`src/rtl/tmr_pkg.sv`:
```
package tmr_pkg;
    localparam int CNT_W  = 16;
    localparam int IRQ_N  = 8;
    localparam int ADDR_W = 3;

    typedef enum logic [ADDR_W-1:0] {
        A_CNT  = 3'd0,
        A_MODE = 3'd1,
        A_RC   = 3'd2,
        A_IEN  = 3'd3,
        A_IDIS = 3'd4,
        A_STAT = 3'd5,
        A_MASK = 3'd6,
        A_CLK  = 3'd7
    } addr_e;

    localparam int CMD_ON  = 0;
    localparam int CMD_OFF = 1;
    localparam int CMD_TRG = 2;

    localparam int ST_OVF = 0;
    localparam int ST_RCM = 1;
    localparam int ST_EXT = 2;
    localparam int ST_TRG = 3;

    typedef struct packed {
        logic ext_en;
        logic cmp_en;
    } mode_t;

    typedef struct packed {
        logic on;
        logic off;
        logic trg;
    } cmd_t;

    function automatic cmd_t decode_cmd(input logic wr, input logic [2:0] bits);
        cmd_t c;
        c.on  = wr & bits[CMD_ON];
        c.off = wr & bits[CMD_OFF];
        c.trg = wr & bits[CMD_TRG];
        return c;
    endfunction
endpackage

```
`src/rtl/tmr_ext_sync.sv`:
```
module tmr_ext_sync #(
    parameter int STAGES = 2
) (
    input  logic clk,
    input  logic rst,
    input  logic async_in,
    output logic rise
);
    logic [STAGES-1:0] sr;
    logic              last;

    always_ff @(posedge clk) begin
        if (rst) begin
            sr   <= '0;
            last <= 1'b0;
        end else begin
            for (int i = STAGES - 1; i > 0; i--) sr[i] <= sr[i-1];
            sr[0] <= async_in;
            last  <= sr[STAGES-1];
        end
    end

    assign rise = sr[STAGES-1] & ~last;

    assert_single_pulse_R7: assert property (@(posedge clk) disable iff (rst)
        rise |=> !rise);
endmodule

```
`src/rtl/tmr_counter.sv`:
```
module tmr_counter #(
    parameter int W = 16
) (
    input  logic         clk,
    input  logic         rst,
    input  logic         tick,
    input  logic         clk_on,
    input  logic         clk_off,
    input  logic         trig,
    input  logic         cmp_en,
    input  logic [W-1:0] rc,
    output logic [W-1:0] cnt,
    output logic         running,
    output logic         locked,
    output logic         ovf_evt,
    output logic         hit_evt
);
    logic [W-1:0] cnt_q, nxt;
    logic         pend_q, run_q, lock_q, adv;

    assign adv     = tick & run_q;
    assign nxt     = pend_q ? '0 : cnt_q + 1'b1;
    assign ovf_evt = adv & ~pend_q & (cnt_q == '1);
    assign hit_evt = adv & (nxt == rc);

    always_ff @(posedge clk) begin
        if (rst) begin
            cnt_q  <= '0;
            pend_q <= 1'b0;
            run_q  <= 1'b0;
            lock_q <= 1'b0;
        end else begin
            if (adv) cnt_q <= nxt;
            pend_q <= (pend_q & ~adv) | trig | (hit_evt & cmp_en);
            if (clk_off) begin
                run_q  <= 1'b0;
                lock_q <= 1'b1;
            end else if (clk_on) begin
                run_q  <= 1'b1;
                lock_q <= 1'b0;
            end else if (trig && !lock_q) begin
                run_q  <= 1'b1;
            end
        end
    end

    assign cnt     = cnt_q;
    assign running = run_q;
    assign locked  = lock_q;

    assert_hold_no_tick_R2: assert property (@(posedge clk) disable iff (rst)
        !tick |=> $stable(cnt_q));
    assert_wrap_zero_R3: assert property (@(posedge clk) disable iff (rst)
        ovf_evt |=> (cnt_q == '0));
    assert_trig_starts_R4: assert property (@(posedge clk) disable iff (rst)
        (trig && !lock_q && !clk_off) |=> run_q);
    assert_lock_holds_R8: assert property (@(posedge clk) disable iff (rst)
        (lock_q && !clk_on) |=> !run_q);
endmodule

```
`src/rtl/tmr_irq.sv`:
```
module tmr_irq #(
    parameter int N = 8
) (
    input  logic         clk,
    input  logic         rst,
    input  logic [N-1:0] set_vec,
    input  logic         clr_rd,
    input  logic         en_wr,
    input  logic         dis_wr,
    input  logic [N-1:0] wdata,
    output logic [N-1:0] status,
    output logic [N-1:0] mask,
    output logic         irq
);
    logic [N-1:0] st_q, mk_q, st_d, mk_d;

    for (genvar i = 0; i < N; i++) begin : g_bit
        assign st_d[i] = set_vec[i] | (st_q[i] & ~clr_rd);
        assign mk_d[i] = (mk_q[i] | (en_wr & wdata[i])) & ~(dis_wr & wdata[i]);
    end

    always_ff @(posedge clk) begin
        if (rst) begin
            st_q <= '0;
            mk_q <= '0;
        end else begin
            st_q <= st_d;
            mk_q <= mk_d;
        end
    end

    assign status = st_q;
    assign mask   = mk_q;
    assign irq    = |(st_q & mk_q);

    assert_sticky_R10: assert property (@(posedge clk) disable iff (rst)
        !clr_rd |=> ((st_q & $past(st_q)) == $past(st_q)));
    assert_ovf_flag_R3: assert property (@(posedge clk) disable iff (rst)
        set_vec[0] |=> st_q[0]);
    assert_full_disable_R11: assert property (@(posedge clk) disable iff (rst)
        (dis_wr && (&wdata)) |=> !irq);
endmodule

```
`src/rtl/tmr_chan.sv`:
```
module tmr_chan
    import tmr_pkg::*;
#(
    parameter int CNT_WIDTH   = CNT_W,
    parameter int N_IRQ       = IRQ_N,
    parameter int SYNC_STAGES = 2
) (
    input  logic                 clk,
    input  logic                 rst,
    input  logic                 cnt_tick,
    input  logic                 sync_in,
    input  logic                 ext_evt,
    input  logic                 wr_en,
    input  logic [ADDR_W-1:0]    wr_addr,
    input  logic [CNT_WIDTH-1:0] wr_data,
    input  logic                 rd_en,
    input  logic [ADDR_W-1:0]    rd_addr,
    output logic [CNT_WIDTH-1:0] rd_data,
    output logic                 irq
);
    mode_t                mode_q;
    logic [CNT_WIDTH-1:0] rc_q, cnt;
    logic [N_IRQ-1:0]     status, mask, set_vec;
    logic                 ext_rise, sw_or_sync, trig, running, locked, ovf_evt, hit_evt;
    cmd_t                 cmd;
    logic                 unused_bits;

    assign cmd         = decode_cmd(wr_en && addr_e'(wr_addr) == A_CNT, wr_data[2:0]);
    assign unused_bits = ^wr_data[CNT_WIDTH-1:N_IRQ];

    tmr_ext_sync #(.STAGES(SYNC_STAGES)) u_sync (
        .clk(clk), .rst(rst), .async_in(ext_evt), .rise(ext_rise)
    );

    assign sw_or_sync = cmd.trg | sync_in;
    assign trig       = sw_or_sync | (ext_rise & mode_q.ext_en);

    tmr_counter #(.W(CNT_WIDTH)) u_cnt (
        .clk(clk), .rst(rst), .tick(cnt_tick),
        .clk_on(cmd.on), .clk_off(cmd.off), .trig(trig),
        .cmp_en(mode_q.cmp_en), .rc(rc_q),
        .cnt(cnt), .running(running), .locked(locked),
        .ovf_evt(ovf_evt), .hit_evt(hit_evt)
    );

    always_comb begin
        set_vec         = '0;
        set_vec[ST_OVF] = ovf_evt;
        set_vec[ST_RCM] = hit_evt;
        set_vec[ST_EXT] = ext_rise;
        set_vec[ST_TRG] = sw_or_sync;
    end

    tmr_irq #(.N(N_IRQ)) u_irq (
        .clk(clk), .rst(rst), .set_vec(set_vec),
        .clr_rd(rd_en && addr_e'(rd_addr) == A_STAT),
        .en_wr(wr_en && addr_e'(wr_addr) == A_IEN),
        .dis_wr(wr_en && addr_e'(wr_addr) == A_IDIS),
        .wdata(wr_data[N_IRQ-1:0]),
        .status(status), .mask(mask), .irq(irq)
    );

    always_ff @(posedge clk) begin
        if (rst) begin
            mode_q <= '0;
            rc_q   <= '0;
        end else if (wr_en) begin
            if (addr_e'(wr_addr) == A_MODE) mode_q <= mode_t'(wr_data[1:0]);
            if (addr_e'(wr_addr) == A_RC)   rc_q   <= wr_data;
        end
    end

    always_comb begin
        rd_data = '0;
        case (addr_e'(rd_addr))
            A_CNT:   rd_data = cnt;
            A_MODE:  rd_data[1:0] = mode_q;
            A_RC:    rd_data = rc_q;
            A_STAT:  rd_data[N_IRQ-1:0] = status;
            A_MASK:  rd_data[N_IRQ-1:0] = mask;
            A_CLK:   rd_data[1:0] = {locked, running};
            default: rd_data = '0;
        endcase
    end

    assert_reload_flag_R6: assert property (@(posedge clk) disable iff (rst)
        hit_evt |=> status[ST_RCM]);
    assert_sync_flag_R5: assert property (@(posedge clk) disable iff (rst)
        sync_in |=> status[ST_TRG]);
endmodule

```
`config.mk`:
```
export PLATFORM = sky130hd
export DESIGN_NAME = tmr_chan
export DESIGN_NICKNAME = d
export VERILOG_FILES = /design/src/rtl/tmr_pkg.sv /design/src/rtl/tmr_ext_sync.sv /design/src/rtl/tmr_counter.sv /design/src/rtl/tmr_irq.sv /design/src/rtl/tmr_chan.sv
export SDC_FILE = /design/constraint.sdc
export NUM_CORES = 1
export LEC_CHECK = 0
export BUFFER_PORTS_ARGS = -buffer_cell sky130_fd_sc_hd__buf_2
export CORE_AREA = 2 2 81 83
export CTS_CLUSTER_SIZE = 14
export DETAILED_ROUTE_END_ITERATION = 8
export DIE_AREA = 0 0 83 85
export HOLD_SLACK_MARGIN = 0.08
export PLACE_DENSITY = 0.75
export SETUP_SLACK_MARGIN = 0.1
export SLEW_MARGIN = 20
export SYNTH_ARGS = -nofsm -noshare
export SYNTH_HDL_FRONTEND = slang
export SYNTH_SLANG_ARGS = --single-unit
```
`constraint.sdc`:
```
create_clock -name clk -period 4.2 [get_ports clk]
set_input_delay 0.84 -clock clk [delete_from_list [all_inputs] [get_ports clk]]
set_output_delay 0.84 -clock clk [all_outputs]
set_load 0.02 [all_outputs]
```
==> impl_metrics.json, run 1 <==
{
  "final_critical_delay_including_setup_and_external_delays_ns": 3.29,
  "finalWeightedCongestion": 0.867,
  "critical_path.reg2reg.startpoint": "u_cnt.cnt[0]$_SDFFE_PP0P_",
  "hp-start": "u_sync.sr[0]$_SDFF_PP0_",
  "synth_cell_type_count": 54,
  "layout.cells.most_common": "dfxtp_1",
  "drt-pass1-iter-count": 4,
  "layout.cells.most_common_list": "dfxtp_1, nand2_1, nor2_1",
  "critPathLaunchType": "input port",
  "root_buffer": "clkbuf_8",
  "critPathMaxFanout": 21,
  "worstReg2RegEnd": "u_irq.status[1]$_SDFF_PP0_",
  "areaGrowthSynthToFinish_pct": 10.8,
  "post_drt_wl_per_cell_um": 16.1,
  "status": "completed",
  "unrepaired_setup_endpoints_after_global_routing": "no",
  "ys_warn_count": 0,
  "grt_first_pass_wirelength_um": 14100,
  "peakVddDrop_v": 0.000186,
  "cts_buffer_depth": 2,
  "yosysSeqAreaShare_pct": 34.0,
  "whs_endpoint": "u_sync.sr[1]$_SDFF_PP0_",
  "detailed_place_hpwl_um": 6240,
  "diodes": 0,
  "fin_total_pwr_w": 0.00103,
  "drt_wl_total_um": 8520,
  "crit_chain": "buf_2 -> nor2b_1 -> a22o_1 -> a22oi_1 -> o31ai_1 -> buf_2",
  "slew_at_the_pin_closest_to_its_max_slew_limit_ns": 0.705,
  "final_hold_viol_count": 0,
  "post-route-drc-count": 0,
  "yosys_most_used_dff": "dfxtp_1",
  "cts_made_buffers": 5,
  "crit_path_start": "rd_addr[1]",
  "hold_path_depth": 1,
  "worstPathRequired_ns": 3.36,
  "globalRouteOverflowTotal": 0,
  "worst-setup-path-type": "in2out",
  "syn_nets": 455,
  "cp_slowest_cell": "nor2b_1",
  "rows": 29,
  "fraction_of_layout_instances_using_a_drive_strength_above_1_pct": 15.9,
  "worst_r2r_path_depth": 7,
  "clk_latency_ns": 0.32,
  "critical_path.top_delay_family": "buffers and inverters",
  "ctsHtreeMaxLevel": 2,
  "detail-route-antenna-nets": 0,
  "fin_setup_tns_ns": 0,
  "cts_resized": 0,
  "setup_violations": 0,
  "grt_pass1_vias": 2894,
  "clock-sinks": 56,
  "synth_seq_cells": 56,
  "asr_flop_ratio_synth_pct": 0,
  "timing.slew.headroom_pct": 52.9,
  "first_iteration_detailed_routing_drc_count": 198,
  "cts.repair_timing.setup_buffer_count": 0,
  "finish.net_count": 481,
  "post_drt_via_cell_ratio": 5.90,
  "dieHeight_um": 85,
  "end_kind": "output pin",
  "globalRouteTotalUtil_pct": 24.4,
  "path_clk_slew_ns": 0.10,
  "final-max-slew-violation-count": 0,
  "area_of_the_die_mm2": 0.00706,
  "grt_start_max_net_pins": 33,
  "synth-edff-count": 0,
  "synthesis.instances": 425,
  "layout.filler_cells": 582,
  "critical_path_arrival_ns": 2.45,
  "synth.cell_area_mm2": 0.00330,
  "placeableCoreArea_mm2": 0.00620,
  "finalClockSkew_ns": 0.00928,
  "initial_standard_cell_utilization_of_the_core_pct": 53.2,
  "crit_top_cell": "buf_2",
  "vias": 3122,
  "cp.buffers_inverters": 2,
  "timing.max_cap.violations": 0,
  "finalCritPeriodShare_pct": 78.2,
  "cpPeakStageDelay_ns": 0.53,
  "num_io_pins": 46,
  "leakage_nw": 1.34,
  "syn_avg_cell_area_um2": 7.77,
  "die_width_um": 83,
  "post_cts_hold_buffer_count": 0,
  "grt_antenna_before_repair": 0,
  "cts_tree": "done",
  "achievable-frequency_mhz": 304,
  "reg2reg_slack_ns": 1.51,
  "worst_hold_path_type": "reg2reg",
  "portBuffers": 45,
  "pwr_density_cell_mw_per_mm2": 282
}
[routing by layer]
layer | vias to the layer above | wire length (um) | track usage [%]
met5 | - | 0 | 0
li1 | 1566 | - | -
met4 | 0 | 101 | 7.15
met2 | 72 | 4230 | 41.3
met1 | 1474 | 3800 | 32.6
met3 | 10 | 386 | 3.40
[stage by stage]
stage / hold WS [ns] / utilization (%) / instance area [um^2] / setup slack (ns) / cells
3_3_place_gp: 0.443 / 56.9 / 3530 / 0.960 / 521
5_1_grt: 0.470 / 59.0 / 3660 / 0.784 / 529
6_report: 0.460 / 59.0 / 3660 / 0.914 / 529
3_5_place_dp: 0.440 / 56.9 / 3530 / 0.914 / 521
2_1_floorplan: 0.414 / - / 3300 / 1.29 / 425
4_1_cts: 0.463 / 58.8 / 3650 / 0.929 / 529
[how the worst max path moves through the flow]
stage                   to  slack [ns]  cells past startpoint
3_3_place_gp    rd_data[0]        0.96                      6
6_report        rd_data[0]        0.91                      6
4_1_cts         rd_data[0]        0.93                      6
2_1_floorplan  rd_data[10]        1.29                      4
5_1_grt         rd_data[0]        0.78                      6
3_5_place_dp    rd_data[0]        0.91                      6
[flip-flops by register name, indices dropped and copies added (netlist names)]
register,count
u_sync.last,1
u_cnt.running,1
mode_q,2
u_irq.status,8
u_irq.mask,8
u_cnt.locked,1
u_cnt.pend_q,1
u_cnt.cnt,16
rc_q,16
u_sync.sr,2
[cells in the mapped netlist, types with 2 or more instances]
master     instances  share of area, %
o21ai_0           24               3.6
nand3b_1           4              0.91
nand4b_1           2              0.53
nor4_1             3              0.57
a22oi_1            8               1.8
dfxtp_1           56                34
nor2_1            52               5.9
nand4_1            4              0.76
and2_1             7               1.3
mux2_2             3               1.0
or2_2              2              0.38
nor3b_1            2              0.45
buf_1              2              0.23
nor2b_1           12               2.3
a211oi_1          11               2.5
mux2i_1           21               6.4
a221oi_1           2              0.53
nor3_1             8               1.2
o21a_1             2              0.45
a21oi_1           43               6.5
o31ai_1            2              0.45
nand4_2            2              0.76
or3_1              8               1.5
nand3_1            7               1.1
a31oi_1            3              0.57
a22o_1             7               1.9
inv_1              4              0.45
clkbuf_1          19               2.2
xnor2_1           13               3.4
o2111ai_1          2              0.53
clkbuf_2           2              0.30
o21ai_1            2              0.30
xor2_1             4               1.1
nand2b_1           3              0.57
nand2_1           55               6.3
buf_2              6              0.91
[cell type report]
cell class | count | area (um^2) | share of cell area, %
timing repair buffer | 48 | 248 | 6.77
multi-input combinational | 336 | 2060 | 56.4
inverter | 4 | 15.0 | 0.410
clock buffer | 5 | 68.8 | 1.88
tap | 77 | 96.3 | 2.63
sequential | 56 | 1120 | 30.6
clock inverter | 3 | 47.5 | 1.30
[power breakdown]
| part | leakage [nW] | total (W) | internal [W] | switching (W) |
|---|---|---|---|---|
| registers | 0.454 | 0.000556 | 0.000541 | 0.0000150 |
| logic | 0.826 | 0.000108 | 0.0000413 | 0.0000668 |
| clock network | 0.0583 | 0.000366 | 0.000180 | 0.000186 |
[cells by family after synthesis]
family | count (synthesis) | synth area share (%)
compound gates | 114 | 21.5
fa+ha+maj | 1 | 0.379
mux | 24 | 7.39
flops | 56 | 34.0
buf+inv | 33 | 4.06
xor+xnor | 18 | 5.19
simple gates | 179 | 27.6
(Power assumes the default switching activity.)
==> run 2, diff against run 1 <==
CORE_AREA = 2 2 83 85   (was 2 2 81 83)
DIE_AREA = 0 0 85 87   (was 0 0 83 85)
clock period = 2.8 ns   (was 4.2 ns; I/O delays follow)
==> run 2 against run 1 <==
Critical path depth grew 2. Utilization shrank 2.8 points. Clock power grew 23%. Hold slack lost 0.0091 ns. Non-clock buffer count grew 8.
==> impl_metrics.json, run 2 (synthesis gave the netlist of run 1 again) <==
{
  "final_hold_viol_count": 0,
  "cpPeakStageDelay_ns": 0.50,
  "internal-power_w": 0.00105,
  "regArea_mm2": 0.00112,
  "placeableCoreArea_mm2": 0.00657,
  "area_of_the_die_mm2": 0.00740,
  "rows": 30,
  "worst-setup-path-type": "reg2reg",
  "path_clk_slew_ns": 0.10,
  "cts.repair_timing.setup_buffer_count": 0,
  "critical_path_arrival_ns": 2.73,
  "layout.cells.most_common_list": "nand2_1, dfxtp_1, nor2_1",
  "grt_pass1_vias": 2952,
  "fin_total_pwr_w": 0.00146,
  "fin_setup_tns_ns": 0,
  "setup_violations": 0,
  "netSwitchingFraction_pct": 27.6,
  "initial_standard_cell_utilization_of_the_core_pct": 50.2,
  "pwr_density_cell_mw_per_mm2": 394,
  "clk_latency_ns": 0.31,
  "finalWeightedCongestion": 0.922,
  "cts_tree": "done",
  "detailedPlace.worstSlack_ns": 0.180,
  "share_seq_of_total_power_pct": 57.3,
  "globalRouteTotalUtil_pct": 24.1,
  "finish.net_count": 489,
  "peakVddDrop_v": 0.000235,
  "globalRouteOverflowTotal": 0,
  "cts_made_buffers": 5,
  "unrepaired_setup_endpoints_after_global_routing": "no",
  "multiInputGateArea_mm2": 0.00206,
  "cts_buffer_depth": 2,
  "finalClockSkew_ns": 0.00710,
  "timing.slew.headroom_pct": 58.4,
  "timing.max_cap.violations": 0,
  "fin_ws_ns": 0.322,
  "finalCritPeriodShare_pct": 88.5,
  "portBuffers": 45,
  "fraction_of_layout_instances_using_a_drive_strength_above_1_pct": 17.6,
  "share_comb_of_total_power_pct": 11.7,
  "detail-route-antenna-nets": 0,
  "first_iteration_detailed_routing_drc_count": 236,
  "cp_slowest_cell": "dfxtp_1",
  "post-route-drc-count": 0,
  "critPathLaunchType": "register",
  "status": "completed",
  "die_width_um": 85,
  "final_critical_delay_including_setup_and_external_delays_ns": 2.48,
  "critPathMaxFanout": 7,
  "areaGrowthSynthToFinish_pct": 11.8,
  "num_io_pins": 46,
  "drt-pass1-iter-count": 6,
  "root_buffer": "clkbuf_8",
  "clock_power_share_pct": 31.0,
  "switching_power_w": 0.000401,
  "worst_hold_path_type": "in2reg",
  "vias": 3238,
  "critical_path.top_delay_family": "simple AND/OR/NAND/NOR gates",
  "grt_antenna_before_repair": 0,
  "crit_chain": "ha_2 -> nand4_1 -> nor4_2 -> mux2i_1 -> xnor2_1 -> nor3_1 -> nand4_1 -> o21ai_1",
  "slew_at_the_pin_closest_to_its_max_slew_limit_ns": 0.620,
  "final-max-slew-violation-count": 0,
  "dieHeight_um": 87,
  "achievable-frequency_mhz": 404,
  "leakage_nw": 1.36,
  "clock-sinks": 56,
  "ctsHtreeMaxLevel": 2,
  "drt_wl_total_um": 8760,
  "detailed_place_hpwl_um": 6450,
  "post_drt_wl_per_cell_um": 16.3,
  "diodes": 0,
  "grt_first_pass_wirelength_um": 14400,
  "post_drt_via_cell_ratio": 6.01,
  "layout.filler_cells": 596,
  "grt_start_max_net_pins": 32,
  "crit_top_cell": "nand4_1",
  "worstPathRequired_ns": 3.05,
  "end_kind": "register",
  "cp.buffers_inverters": 0
}
==> run 2: cell types whose count changed in the layout (fill, tap and decap cells not counted), sizes merged <==
| cell | delta |
|---|---|
| inv | +1 |
| clkinvlp | +1 |
| bufinv | -1 |
| buf | +8 |
| clkinv | -2 |
==> run 2: worst paths after layout <==
check | start | to | slack [ns] | depth (start not counted)
setup / recovery | u_cnt.cnt[1]$_SDFFE_PP0P_ | u_cnt.pend_q$_SDFF_PP0_ | 0.32 | 8
setup reg to reg | u_cnt.cnt[1]$_SDFFE_PP0P_ | u_cnt.pend_q$_SDFF_PP0_ | 0.32 | 8
hold / removal | ext_evt | u_sync.sr[0]$_SDFF_PP0_ | 0.45 | 2
hold reg to reg | u_sync.sr[0]$_SDFF_PP0_ | u_sync.sr[1]$_SDFF_PP0_ | 0.46 | 1
==> run 2: power groups by stage <==
stage               Sequential (W)  Clock [W]  Combinational (W)
finish                    0.000834   0.000451           0.000171
global route              0.000836   0.000482           0.000189
CTS                       0.000833   0.000455           0.000169
detailed placement        0.000851          0           0.000168
global placement          0.000850          0           0.000165
floorplan                 0.000841          0           0.000110
==> run 2: final cells by class <==
type	instances	area share, %
multi-input cells	336	55.8
repair buffers	56	8.34
flip-flops and latches	56	30.4
clock inverters	2	0.441
clock buffers	5	1.87
inverters	4	0.407
well taps	80	2.71
==> run 2: per-stage QoR <==
step | cell area, um^2 | util (%) | hold WS [ns] | cells
global placement | 3590 | 54.7 | 0.439 | 532
detailed placement | 3590 | 54.7 | 0.432 | 532
floorplan | 3300 | - | 0.414 | 425
CTS | 3680 | 56.0 | 0.449 | 539
global route | 3690 | 56.2 | 0.452 | 539
finish | 3690 | 56.2 | 0.451 | 539
==> run 2: repair_timing <==
action / CTS / global route
hold buffers: 0 / 0
endpoints found under the setup margin: 0 / 2
gates resized for setup: 0 / 4
==> run 2: metal layers <==
metal  wire, um  global-route usage [%]  up-vias
li1           -                       -     1584
met1       4040                    34.1     1517
met4        217                    8.08        0
met3        411                    2.75       21
met2       4100                    38.4      116
met5          0                       0        -
==> run 3, diff against run 2 <==
CORE_AREA = 2 2 86 88   (was 2 2 83 85)
DIE_AREA = 0 0 88 90   (was 0 0 85 87)
PLACE_DENSITY = 0.74   (was 0.75)
SYNTH_HIERARCHICAL = 1   (was not set)
==> run 3 against run 2 <==
Maximum frequency is 1.8% higher. Clock skew hardly changed. Via count is 6.0% higher. Synthesized cell count is 4.7% higher. Die area is 7.1% higher. First-iteration DRC count is 47% higher.
==> impl_metrics.json, run 3 <==
{
  "layout.cells.most_common": "a21oi_1",
  "timing.slew.headroom_pct": 47.4,
  "rows": 31,
  "final-max-slew-violation-count": 0,
  "synth_seq_cells": 56,
  "yosys_most_used_dff": "dfxtp_1",
  "num_io_pins": 46,
  "grt_antenna_before_repair": 0,
  "end_kind": "register",
  "worst_hold_path_type": "in2reg",
  "area_of_the_die_mm2": 0.00792,
  "path_clk_slew_ns": 0.11,
  "post_cts_hold_buffer_count": 0,
  "clock-sinks": 56,
  "critical_path_arrival_ns": 2.66,
  "post_drt_wl_per_cell_um": 15.8,
  "fraction_of_layout_instances_using_a_drive_strength_above_1_pct": 17.6,
  "clk_latency_ns": 0.31,
  "drt-pass1-iter-count": 5,
  "globalRouteOverflowTotal": 0,
  "syn_avg_cell_area_um2": 7.86,
  "dp_area_mm2": 0.00375,
  "critPathMaxFanout": 7,
  "die_width_um": 88,
  "synthesis.instances": 445,
  "layout.filler_cells": 666,
  "fin_setup_tns_ns": 0,
  "yosysSeqAreaShare_pct": 32.1,
  "leakage_nw": 1.44,
  "finish.net_count": 513,
  "dieHeight_um": 90,
  "detailed_place_hpwl_um": 6710,
  "achievable-frequency_mhz": 411,
  "final_hold_viol_count": 0,
  "diodes": 0,
  "root_buffer": "clkbuf_8",
  "synth_cell_type_count": 62,
  "unrepaired_setup_endpoints_after_global_routing": "no",
  "cts_buffer_depth": 2,
  "finalCritPeriodShare_pct": 86.9,
  "grt_start_max_net_pins": 45,
  "portBuffers": 45,
  "reg2reg_slack_ns": 0.37,
  "final_design_area_no_fill_mm2": 0.00387,
  "first_iteration_detailed_routing_drc_count": 348,
  "finish.cell_count_without_fillers": 583,
  "cts_made_buffers": 5,
  "initial_standard_cell_utilization_of_the_core_pct": 49.8,
  "yosysTopAreaCellShare_pct": 32.1,
  "grt_first_pass_wirelength_um": 15200,
  "synth.cell_area_mm2": 0.00350,
  "finalWeightedCongestion": 0.913,
  "cts_tree": "done",
  "post-route-drc-count": 0,
  "final_critical_delay_including_setup_and_external_delays_ns": 2.43,
  "status": "completed",
  "placeableCoreArea_mm2": 0.00702,
  "layout.cells.most_common_list": "a21oi_1, dfxtp_1, nand2_1",
  "slew_at_the_pin_closest_to_its_max_slew_limit_ns": 0.789,
  "worst-setup-path-type": "reg2reg",
  "asr_flop_ratio_synth_pct": 0,
  "worstPathRequired_ns": 3.03,
  "timing.max_cap.violations": 0,
  "place_inst": 572,
  "ctsHtreeMaxLevel": 2,
  "grt_pass1_vias": 3217,
  "pwr_density_cell_mw_per_mm2": 386,
  "critPathLaunchType": "register",
  "synth_top_cell_by_area": "dfxtp_1",
  "fin_total_pwr_w": 0.00149,
  "detail-route-antenna-nets": 0,
  "areaGrowthSynthToFinish_pct": 10.7,
  "ys_warn_count": 6,
  "synth_commonest_cells": "a21oi_1, dfxtp_1, nand2_1",
  "ys_top_cells_by_area": "dfxtp_1, a21oi_1, mux2i_1",
  "yosys.cell_count.top_type": "a21oi_1",
  "finalCoreUtilization_pct": 55.1,
  "globalRouteTotalUtil_pct": 23.7,
  "peakVddDrop_v": 0.000267,
  "vias": 3432,
  "drt_wl_total_um": 9200,
  "synth-edff-count": 0,
  "post_drt_via_cell_ratio": 5.89,
  "finalClockSkew_ns": 0.00696,
  "setup_violations": 0
}
-- run 3: kinds of logic after synthesis --
logic type | synth area share, %
buffers and inverters | 7.48
other | 0.107
and+or+nand+nor | 26.8
adders and majority gates | 0.358
DFF | 32.1
muxes | 8.12
AOI/OAI and AO/OA | 21.0
xor gates and xnor gates | 4.11
-- run 3: what timing repair did --
action,4_1_cts,5_1_grt
buffers inserted,0,3
gates resized for setup,0,2
endpoints found under the setup margin,0,2
-- run 3: final timing paths --
check | startpoint | endpoint | cells after the start
worst max-delay path | u_cnt/cnt[1]$_SDFFE_PP0P_ | u_cnt/pend_q$_SDFF_PP0_ | 7
worst min-delay path | ext_evt | u_sync/sr[0]$_SDFF_PP0_ | 2
worst max register to register | u_cnt/cnt[1]$_SDFFE_PP0P_ | u_cnt/pend_q$_SDFF_PP0_ | 7
worst min register to register | u_sync/sr[0]$_SDFF_PP0_ | u_sync/sr[1]$_SDFF_PP0_ | 1
-- run 3: routing by layer --
metal	part of all wire, %	up-vias	GRT usage (%)
met2	46	122	37.1
li1	-	1674	-
met3	5.2	16	3.86
met4	2.0	0	7.05
met1	46	1620	33.3
met5	0	-	0
-- run 3: critical path, stage by stage (launching register included) --
cell      delay, ns
dfxtp_1        0.46
ha_1           0.30
and3_1         0.35
xnor2_2        0.11
or4b_1         0.51
o311ai_1       0.13
nand4_1        0.16
o41ai_2        0.34
-- run 3: per-stage QoR --
step           setup WS (ns)  hold slack (ns)
6_report               0.367            0.452
5_1_grt                0.109            0.459
4_1_cts                0.135            0.448
3_5_place_dp           0.175            0.437
3_3_place_gp           0.270            0.416
2_1_floorplan          0.619            0.414
-- run 3: final cells by class --
type | instances | area (um^2) | area share [%]
Clock inverter | 3 | 22.5 | 0.582
Timing Repair Buffer | 61 | 345 | 8.92
Clock buffer | 5 | 68.8 | 1.78
Tap cell | 99 | 124 | 3.20
Inverter | 15 | 56.3 | 1.45
Sequential cell | 56 | 1120 | 29.0
Multi-Input combinational cell | 344 | 2130 | 55.1
-- run 3: where the power goes --
group / switching [W] / internal, W / leakage (nW)
Combinational: 0.000113 / 0.0000741 / 0.932
Sequential: 0.0000243 / 0.000816 / 0.456
Clock: 0.000286 / 0.000180 / 0.0485
